[src/rtl/hpc_pkg.sv]
package hpc_pkg;

   typedef enum logic [1:0] {
      LOP_AND  = 2'd0,
      LOP_OR   = 2'd1,
      LOP_XOR  = 2'd2,
      LOP_AND2 = 2'd3
   } lop_e;

   function automatic logic lop_apply(input lop_e op, input logic x, input logic y);
      case (op)
         LOP_OR:  return x | y;
         LOP_XOR: return x ^ y;
         default: return x & y;
      endcase
   endfunction

endpackage

[src/rtl/hpc_lane_cmp.sv]
module hpc_lane_cmp #(
   parameter int FP_W  = 16,
   parameter int EXP_W = 5
) (
   input  logic [FP_W-1:0] a,
   input  logic [FP_W-1:0] b,
   input  logic [3:0]      cond,
   output logic            hit
);
   localparam int MAN_W = FP_W - 1 - EXP_W;

   logic a_nan, b_nan, both_zero, mag_lt, lt, eq, gt, rel;

   assign a_nan     = (&a[FP_W-2 -: EXP_W]) && (|a[MAN_W-1:0]);
   assign b_nan     = (&b[FP_W-2 -: EXP_W]) && (|b[MAN_W-1:0]);
   assign both_zero = ~|{a[FP_W-2:0], b[FP_W-2:0]};
   assign mag_lt    = a[FP_W-2:0] < b[FP_W-2:0];

   always_comb begin
      lt = 1'b0;
      eq = 1'b0;
      gt = 1'b0;
      if (both_zero) begin
         eq = 1'b1;
      end else if (a[FP_W-1] != b[FP_W-1]) begin
         lt = a[FP_W-1];
         gt = ~a[FP_W-1];
      end else if (a[FP_W-2:0] == b[FP_W-2:0]) begin
         eq = 1'b1;
      end else begin
         lt = a[FP_W-1] ? ~mag_lt : mag_lt;
         gt = ~lt;
      end
   end

   always_comb begin
      case (cond[2:0])
         3'd1:    rel = lt;
         3'd2:    rel = eq;
         3'd3:    rel = lt | eq;
         3'd4:    rel = gt;
         3'd5:    rel = lt | gt;
         3'd6:    rel = gt | eq;
         default: rel = 1'b0;
      endcase
   end

   always_comb begin
      if (cond[2:0] == 3'd0)      hit = 1'b0;
      else if (cond[2:0] == 3'd7) hit = 1'b1;
      else if (a_nan || b_nan)    hit = cond[3];
      else                        hit = rel;
   end

endmodule

[src/rtl/hpc_pred_logic.sv]
module hpc_pred_logic
   import hpc_pkg::*;
#(
   parameter int LANES = 2
) (
   input  logic [LANES-1:0] hits,
   input  logic             all_mode,
   input  lop_e             op,
   input  logic             src,
   output logic             pri_val,
   output logic             sec_val
);
   logic reduced;

   assign reduced = all_mode ? (&hits) : (|hits);
   assign pri_val = lop_apply(op, reduced, src);
   assign sec_val = lop_apply(op, ~reduced, src);

endmodule

[src/rtl/hpc_pred_file.sv]
module hpc_pred_file #(
   parameter int N     = 8,
   parameter int IDX_W = 3
) (
   input  logic             clk,
   input  logic             rst_n,
   input  logic             we_a,
   input  logic [IDX_W-1:0] idx_a,
   input  logic             d_a,
   input  logic             we_b,
   input  logic [IDX_W-1:0] idx_b,
   input  logic             d_b,
   output logic [N-1:0]     bits
);
   for (genvar i = 0; i < N; i++) begin : g_ent
      if (i == N - 1) begin : g_const
         assign bits[i] = 1'b1;
      end else begin : g_reg
         always_ff @(posedge clk) begin
            if (!rst_n)                                 bits[i] <= 1'b0;
            else if (we_b && idx_b == IDX_W'(i))        bits[i] <= d_b;
            else if (we_a && idx_a == IDX_W'(i))        bits[i] <= d_a;
         end
      end
   end

endmodule

[src/rtl/hpair_cmp_pred.sv]
module hpair_cmp_pred
   import hpc_pkg::*;
#(
   parameter int FP_W   = 16,
   parameter int EXP_W  = 5,
   parameter int LANES  = 2,
   parameter int PRED_N = 8,
   localparam int IDX_W = $clog2(PRED_N),
   localparam int OP_W  = LANES * FP_W
) (
   input  logic             clk,
   input  logic             rst_n,
   input  logic             issue,
   input  logic [OP_W-1:0]  a_lanes,
   input  logic [OP_W-1:0]  b_lanes,
   input  logic [3:0]       cond,
   input  logic             lane_all,
   input  logic [1:0]       comb_op,
   input  logic [IDX_W-1:0] src_idx,
   input  logic             src_neg,
   input  logic [IDX_W-1:0] dst_pri,
   input  logic [IDX_W-1:0] dst_sec,
   output logic [PRED_N-1:0] preds
);
   localparam logic [IDX_W-1:0] CONST_IDX = IDX_W'(PRED_N - 1);

   if (LANES < 1) begin : g_bad_lanes
      $error("LANES must be at least 1");
   end
   if (EXP_W < 2 || EXP_W > FP_W - 2) begin : g_bad_exp
      $error("EXP_W must leave room for sign and mantissa");
   end
   if (PRED_N < 2 || PRED_N != (1 << IDX_W)) begin : g_bad_pn
      $error("PRED_N must be a power of two of at least 2");
   end

   logic [LANES-1:0] hits;
   logic             src_val, pri_val, sec_val;

   for (genvar k = 0; k < LANES; k++) begin : g_lane
      hpc_lane_cmp #(.FP_W(FP_W), .EXP_W(EXP_W)) u_cmp (
         .a    (a_lanes[k*FP_W +: FP_W]),
         .b    (b_lanes[k*FP_W +: FP_W]),
         .cond (cond),
         .hit  (hits[k])
      );
   end

   assign src_val = preds[src_idx] ^ src_neg;

   hpc_pred_logic #(.LANES(LANES)) u_logic (
      .hits     (hits),
      .all_mode (lane_all),
      .op       (lop_e'(comb_op)),
      .src      (src_val),
      .pri_val  (pri_val),
      .sec_val  (sec_val)
   );

   hpc_pred_file #(.N(PRED_N), .IDX_W(IDX_W)) u_file (
      .clk   (clk),
      .rst_n (rst_n),
      .we_a  (issue && dst_pri != CONST_IDX),
      .idx_a (dst_pri),
      .d_a   (pri_val),
      .we_b  (issue && dst_sec != CONST_IDX),
      .idx_b (dst_sec),
      .d_b   (sec_val),
      .bits  (preds)
   );

endmodule

[config.mk]
export PLATFORM = sky130hd
export DESIGN_NAME = hpair_cmp_pred
export DESIGN_NICKNAME = d
export VERILOG_FILES = /design/src/rtl/hpc_pkg.sv /design/src/rtl/hpc_lane_cmp.sv /design/src/rtl/hpc_pred_logic.sv /design/src/rtl/hpc_pred_file.sv /design/src/rtl/hpair_cmp_pred.sv
export SDC_FILE = /design/constraint.sdc
export NUM_CORES = 1
export LEC_CHECK = 0
export ABC_AREA = 1
export BUFFER_PORTS_ARGS = -buffer_cell sky130_fd_sc_hd__buf_2
export CAP_MARGIN = 20
export CORE_UTILIZATION = 49
export DETAILED_ROUTE_END_ITERATION = 8
export HOLD_SLACK_MARGIN = 0.12
export PLACE_DENSITY = 0.82
export SLEW_MARGIN = 20
export SYNTH_ARGS = -nofsm -noshare
export SYNTH_HDL_FRONTEND = slang
export SYNTH_SLANG_ARGS = --single-unit
[constraint.sdc]
create_clock -name clk -period 4.29 [get_ports clk]
set_clock_uncertainty 0.2 [all_clocks]
set_input_delay 0.858 -clock clk [delete_from_list [all_inputs] [get_ports clk]]
set_output_delay 0.858 -clock clk [all_outputs]
set_load 0.005 [all_outputs]
==> results of run 1 <==
## through the flow
step           cell area, um2  worst slack (ns)
2_1_floorplan            2110             0.946
3_3_place_gp             2620             0.577
3_5_place_dp             2620             0.486
4_1_cts                  2660             0.713
5_1_grt                  2660             0.387
6_report                 2660             0.649
## layout by cell type, fill, tap and decap left out, types with 7 or more instances in the layout
master / instances
nand2_1: 90
buf_2: 90
inv_1: 80
nor2_1: 46
ha_1: 36
a21oi_1: 28
nand3_1: 23
o21ai_0: 15
nor3_1: 7
nand4_1: 7
dfxtp_1: 7
## cell type report
class	count	area (um2)
clock buffer	4	45.0
fill	406	1400
inverter	81	304
multi-input combinational	291	1660
sequential	7	140
tap	50	62.6
timing repair buffer	90	450
## cells by family (layout without fill, tap and decap cells)
kind of cell / after synthesis / after routing / synth area share [%]
AO/OA/AOI/OAI: 57 / 57 / 15.1
adder cells (fa/ha/maj): 36 / 36 / 21.4
flip-flops: 7 / 7 / 6.64
other: 1 / 1 / 0.178
buffers and inverters: 82 / 175 / 14.8
XOR/XNOR: 1 / 1 / 0.415
AND/OR/NAND/NOR: 196 / 196 / 41.5
## worst max-delay path: stages
cell and delay [ns]:
buf_2 0.10, inv_1 0.05, ha_1 0.29, nand2_2 0.09
inv_1 0.04, nand2_1 0.05, nand2_1 0.04, a21oi_1 0.21
nand2_1 0.11, nand2_2 0.07, nand3_1 0.06, nand2_1 0.06
nand2_1 0.05, nand2_1 0.06, nand2_1 0.06, nand2_1 0.09
nand2_1 0.06, nand2_1 0.08, nand2_1 0.06, ha_1 0.28
a21oi_1 0.12, o21ai_0 0.08, o21ai_0 0.14, inv_1 0.15
o21ai_0 0.23, nor2_1 0.07
## Yosys cell counts (all sizes together), types with 2 or more instances
| cell type | count |
|---|---|
| a21oi | 30 |
| a31oi | 5 |
| dfxtp | 7 |
| ha | 36 |
| inv | 81 |
| nand2 | 96 |
| nand3 | 24 |
| nand4 | 7 |
| nor2 | 50 |
| nor3 | 11 |
| nor4 | 6 |
| o21ai | 15 |
| o22ai | 2 |
## layer usage
metal / track usage, % / part of all wire [%]
met5: 0 / 0
met1: 28.6 / 45
met3: 1.52 / 3.7
met2: 45.5 / 50
met4: 7.45 / 0.81
## power groups by stage
| stage | clock (W) | sequential (W) | combinational (W) |
|---|---|---|---|
| 2_1_floorplan | 0 | 0.0000724 | 0.000143 |
| 3_3_place_gp | 0 | 0.0000723 | 0.000220 |
| 3_5_place_dp | 0 | 0.0000726 | 0.000226 |
| 4_1_cts | 0.0000936 | 0.0000716 | 0.000228 |
| 5_1_grt | 0.0000973 | 0.0000721 | 0.000264 |
| 6_report | 0.0000931 | 0.0000715 | 0.000229 |
## worst paths after layout
kind               endpoint      startpoint  depth (start not counted)  slack (ns)
max          u_file.bits[3]     b_lanes[14]                         26        0.65
min          u_file.bits[4]  u_file.bits[4]                          2        0.32
max reg2reg  u_file.bits[3]  u_file.bits[3]                         13        1.75
min reg2reg  u_file.bits[4]  u_file.bits[4]                          2        0.32
==> metrics, run 1 <==
Post-CTS Repair Setup Buffers=0; Net count, final=594; Total Neg Setup Slack=0 ns; Wirelength per Cell=10.4 um; vias in the first global route=2306; CTS H-tree depth=1; Die ar.=4570 um2; Root Buffer=clkbuf_8; WP data required=4.20 ns; largest net degree at the start of global routing=7; setup violators final=0; switching pwr=0.000165 W; cell count after synthesis=380; share of cells above drive strength 1=23.7%; Netlist cell types=30; Post-Place Cells=519; gr ovfl total=0; Area Overhead vs Synth=26.1%; Skew-Pair Late Insertion Delay=0.23 ns; leak pwr=1.58 nW; Clock power frac=23.7%; number of synthesized flops with an enable pin=0; num ports=92; FMAX=0.275 GHz; top-area cell type share of the netlist area=21.4%; Cell Count, Final, Fillers Out=523; Gate power share=58.2%; clk buf depth=2; Largest register FFs=7; Num CTS Buffers=3; hpwl dp=4860 um; unrepaired setup endpoints after global routing=no; final core utilization=65.6%; via count=2639; # diodes=0; PortBufs=90; syn avg cell area=5.55 um2; clk sinks=7; sequential-to-total area share from yosys stat=6.64%; Vias/cell=5.05; Yosys reg bits=7; DRT iter0 DRCs=155; post-synthesis net count=500; Final period util=84.9%; pwr dens=148 nW/um2; Period minus WS final=3.64 ns; WS Path Type=input pin to flop; Final Power=0.000393 W; Remaining DRCs=0; Cell Int Power=0.000228 W; first-pass GRT wire length=8760 um; dominant cell type by area after synthesis=ha_1; Synth Flop Type=dfxtp_1; initial antenna violation count=0; post-route ant nets=0; Top reg by flops=u_file.bits; drt first pass iters=4; Post-Syn Area=2110 um2; gr usage total=24.2%; initial core utilization=52.0%; top cells by area, synth=ha_1 21%, nand2_1 16%, inv_1 14%, nor2_1 8.2%, a21oi_1 6.6%; top flop regs=u_file.bits (7); core area=4060 um2; Routed WL=5460 um; row count=23; Hold Slack=0.317 ns; Synth async-reset ratio=0%; crit path capture type=flop; Synth warnings=0; Max Slew Vio Count=0; # hold bufs at CTS=0; Max Cap Violations=0; Max FO, Critical Path=5; crit path DAT=3.55 ns; Clock transition at path regs=0.04 ns; register share of total power=18.2%; Hold Vio Cnt, Final=0; status=finished, final reports clean; Die W=67.6 um; final estimated routing congestion in global placement=0.914; die height=67.6 um; CTS tree=yes; HP Class=flop to flop; Net Sw Frac=42.0%; post-CTS sizing=0; Peak VDD IR=0.0722 mV; crit path launch type=input pin
Note: power is estimated with default switching activity, not from simulation.
==> run 2: changes to the inputs <==
- clock period: 4.29 -> 3.49 ns (I/O delays scaled with it)
==> run 2 against run 1 <==
  * First-iteration DRC count increased by 19%
  * Via count increased by 2.0%
  * Final cell count increased by 1.3%
  * Global-route usage increased by 1.4 points
  * Wire length increased by 5.8%
  * Highest routed layer unchanged
==> metrics, run 2 (synthesis results as in run 1) <==
Die W=67.6 um (unchanged); Die ar.=4570 um2 (unchanged); num ports=92 (unchanged); drt first pass iters=4 (unchanged); Root Buffer=clkbuf_8; Cell Int Power=0.000302 W (+32%); largest net degree at the start of global routing=7 (unchanged); clk sinks=7 (unchanged); Total Neg Setup Slack=0 ns (unchanged); initial antenna violation count=0 (unchanged); register area=140 um2 (unchanged); Remaining DRCs=0 (unchanged); Largest register FFs=7 (unchanged); R2R cell count=15 (+2); DRT iter0 DRCs=184 (+19%); WP data required=3.44 ns (-0.76 ns); Period minus WS final=3.32 ns; most frequent cells in the layout=89 x buf_2, 86 x nand2_1, 77 x inv_1, 45 x nor2_1, 32 x ha_1; Cell Count, Final, Fillers Out=530 (+1.3%); Worst R2R Start=u_file.bits[3]; register share of total power=16.6% (-1.6 points); Num CTS Buffers=3 (unchanged); PortBufs=90 (unchanged); Max Slew Vio Count=0 (unchanged); Hold Slack=0.327 ns (+0.0107 ns); Skew-Pair Late Insertion Delay=0.23 ns (about the same); Routed WL=5780 um (+5.8%); leak pwr=1.62 nW (+2.7%); Slew headroom=59.2%; Clock transition at path regs=0.05 ns (about the same); Area Overhead vs Synth=34.5%; Clock power frac=22.4% (-1.3 points); CTS H-tree depth=1 (unchanged); CTS tree=yes; post-route cell area=2840 um2 (+6.6%); crit path capture type=flop; switching pwr=0.000227 W (+37%); Post-Place Cells=524 (+0.96%); Peak VDD IR=0.0842 mV (+17%); row count=23 (unchanged); core area=4060 um2 (unchanged); initial core utilization=52.0% (unchanged); HP Start=u_file.bits[4]; first-pass GRT wire length=9320 um (+6.5%); hpwl dp=4800 um (-1.4%); die height=67.6 um (unchanged); Gate power share=61.0% (+2.8 points); most common cell after layout, fill and taps aside=buf_2; vias in the first global route=2339 (+1.4%); Net Sw Frac=42.9% (+0.91 points); Worst Max-Slew Pin Slew=0.607 ns; HP Class=flop to flop; Min-Delay Endpoint=u_file.bits[4]; clk buf depth=2 (unchanged); post-route ant nets=0 (unchanged); Max Cap Violations=0 (unchanged); WS Path Type=input pin to flop; share of cells above drive strength 1=29.8% (+6.1 points); FMAX=0.301 GHz; # diodes=0 (unchanged); Wirelength per Cell=10.9 um (+4.4%); Max FO, Critical Path=2 (-3); Hold Vio Cnt, Final=0 (unchanged); Final Power=0.000529 W (+35%); fillcell total=348 (-14%); FF-to-FF setup slack=0.94 ns (-0.81 ns); pwr dens=187 nW/um2 (+26%); gr ovfl total=0 (unchanged); top flop regs=u_file.bits (7); setup violators final=0 (unchanged); Vias/cell=5.08 (+0.70%); Area after DPL=2650 um2 (+1.4%); Top reg by flops=u_file.bits; status=finished, final reports clean; # hold bufs at CTS=0 (unchanged); Worst Hold Depth=2 (unchanged); final estimated routing congestion in global placement=0.902 (-1.3%); RR Endpoint=u_file.bits[1]; gr usage total=25.6% (+1.4 points); crit path DAT=3.27 ns (-0.28 ns); crit path launch type=input pin; Net count, final=601 (+1.2%); via count=2693 (+2.0%); footprint of the multi-input gates=1780 um2 (+7.1%); Final period util=95.1%
[run 2: cell types whose count changed in the layout (fill, tap and decap cells not counted), sizes merged]
cell / delta
buf: +7
[run 2: critical path: stages]
cell      delay [ns]
buf_2           0.07
inv_1           0.04
ha_1            0.30
nand2_2         0.07
inv_2           0.06
nand2_1         0.07
nor3_2          0.20
nand4_1         0.18
a21oi_2         0.18
a21oi_2         0.04
nand2_1         0.05
nand2_1         0.06
nand2_2         0.06
nand2_1         0.05
nand2_1         0.08
nand2_1         0.06
ha_1            0.27
nand2_1         0.04
o21ai_0         0.07
nand2_1         0.13
buf_6           0.14
nand3_2         0.07
o221ai_1        0.11
a21oi_1         0.17
[run 2: area by class of cell]
class / instances / area share (%)
Clock buffer: 4 / 1.59
Inverter: 81 / 10.7
Tap cell: 50 / 2.21
Multi-Input combinational cell: 291 / 62.6
Timing Repair Buffer: 97 / 18.0
Sequential cell: 7 / 4.94
[run 2: worst max-delay path by stage]
stage | endpoint | cells past startpoint | slack (ns) | startpoint
2_1_floorplan | u_file.bits[3] | 25 | 0.31 | b_lanes[14]
5_1_grt | u_file.bits[1] | 27 | -0.09 | b_lanes[13]
3_3_place_gp | u_file.bits[0] | 25 | -0.04 | b_lanes[14]
6_report | u_file.bits[1] | 24 | 0.17 | b_lanes[22]
4_1_cts | u_file.bits[5] | 26 | 0.03 | b_lanes[14]
3_5_place_dp | u_file.bits[0] | 26 | -0.19 | b_lanes[14]
[run 2: metal layers]
metal / track usage [%] / wire [um]
met4: 7.18 / 46
met2: 45.4 / 2970
met1: 31.7 / 2580
met5: 0 / 0
met3: 3.55 / 185
[run 2: what timing repair did]
action,in CTS,in global routing
buffers inserted,0,2
endpoints found under the hold margin,0,0
setup endpoints to repair,0,7
resized for setup,0,29
[run 2: power by group through the flow]
stage | clock, W | sequential, W | combinational, W
after global routing | 0.000128 | 0.0000881 | 0.000369
after detailed placement | 0 | 0.0000891 | 0.000285
after floorplan | 0 | 0.0000890 | 0.000175
final | 0.000119 | 0.0000879 | 0.000323
after global placement | 0 | 0.0000887 | 0.000279
after CTS | 0.000115 | 0.0000879 | 0.000287
[run 2: through the flow]
stage	setup WS [ns]	utilization, %
finish	0.173	69.9
global route	-0.0912	69.9
CTS	0.0279	66.5
detailed placement	-0.186	65.4
global placement	-0.0370	65.4
floorplan	0.306	-
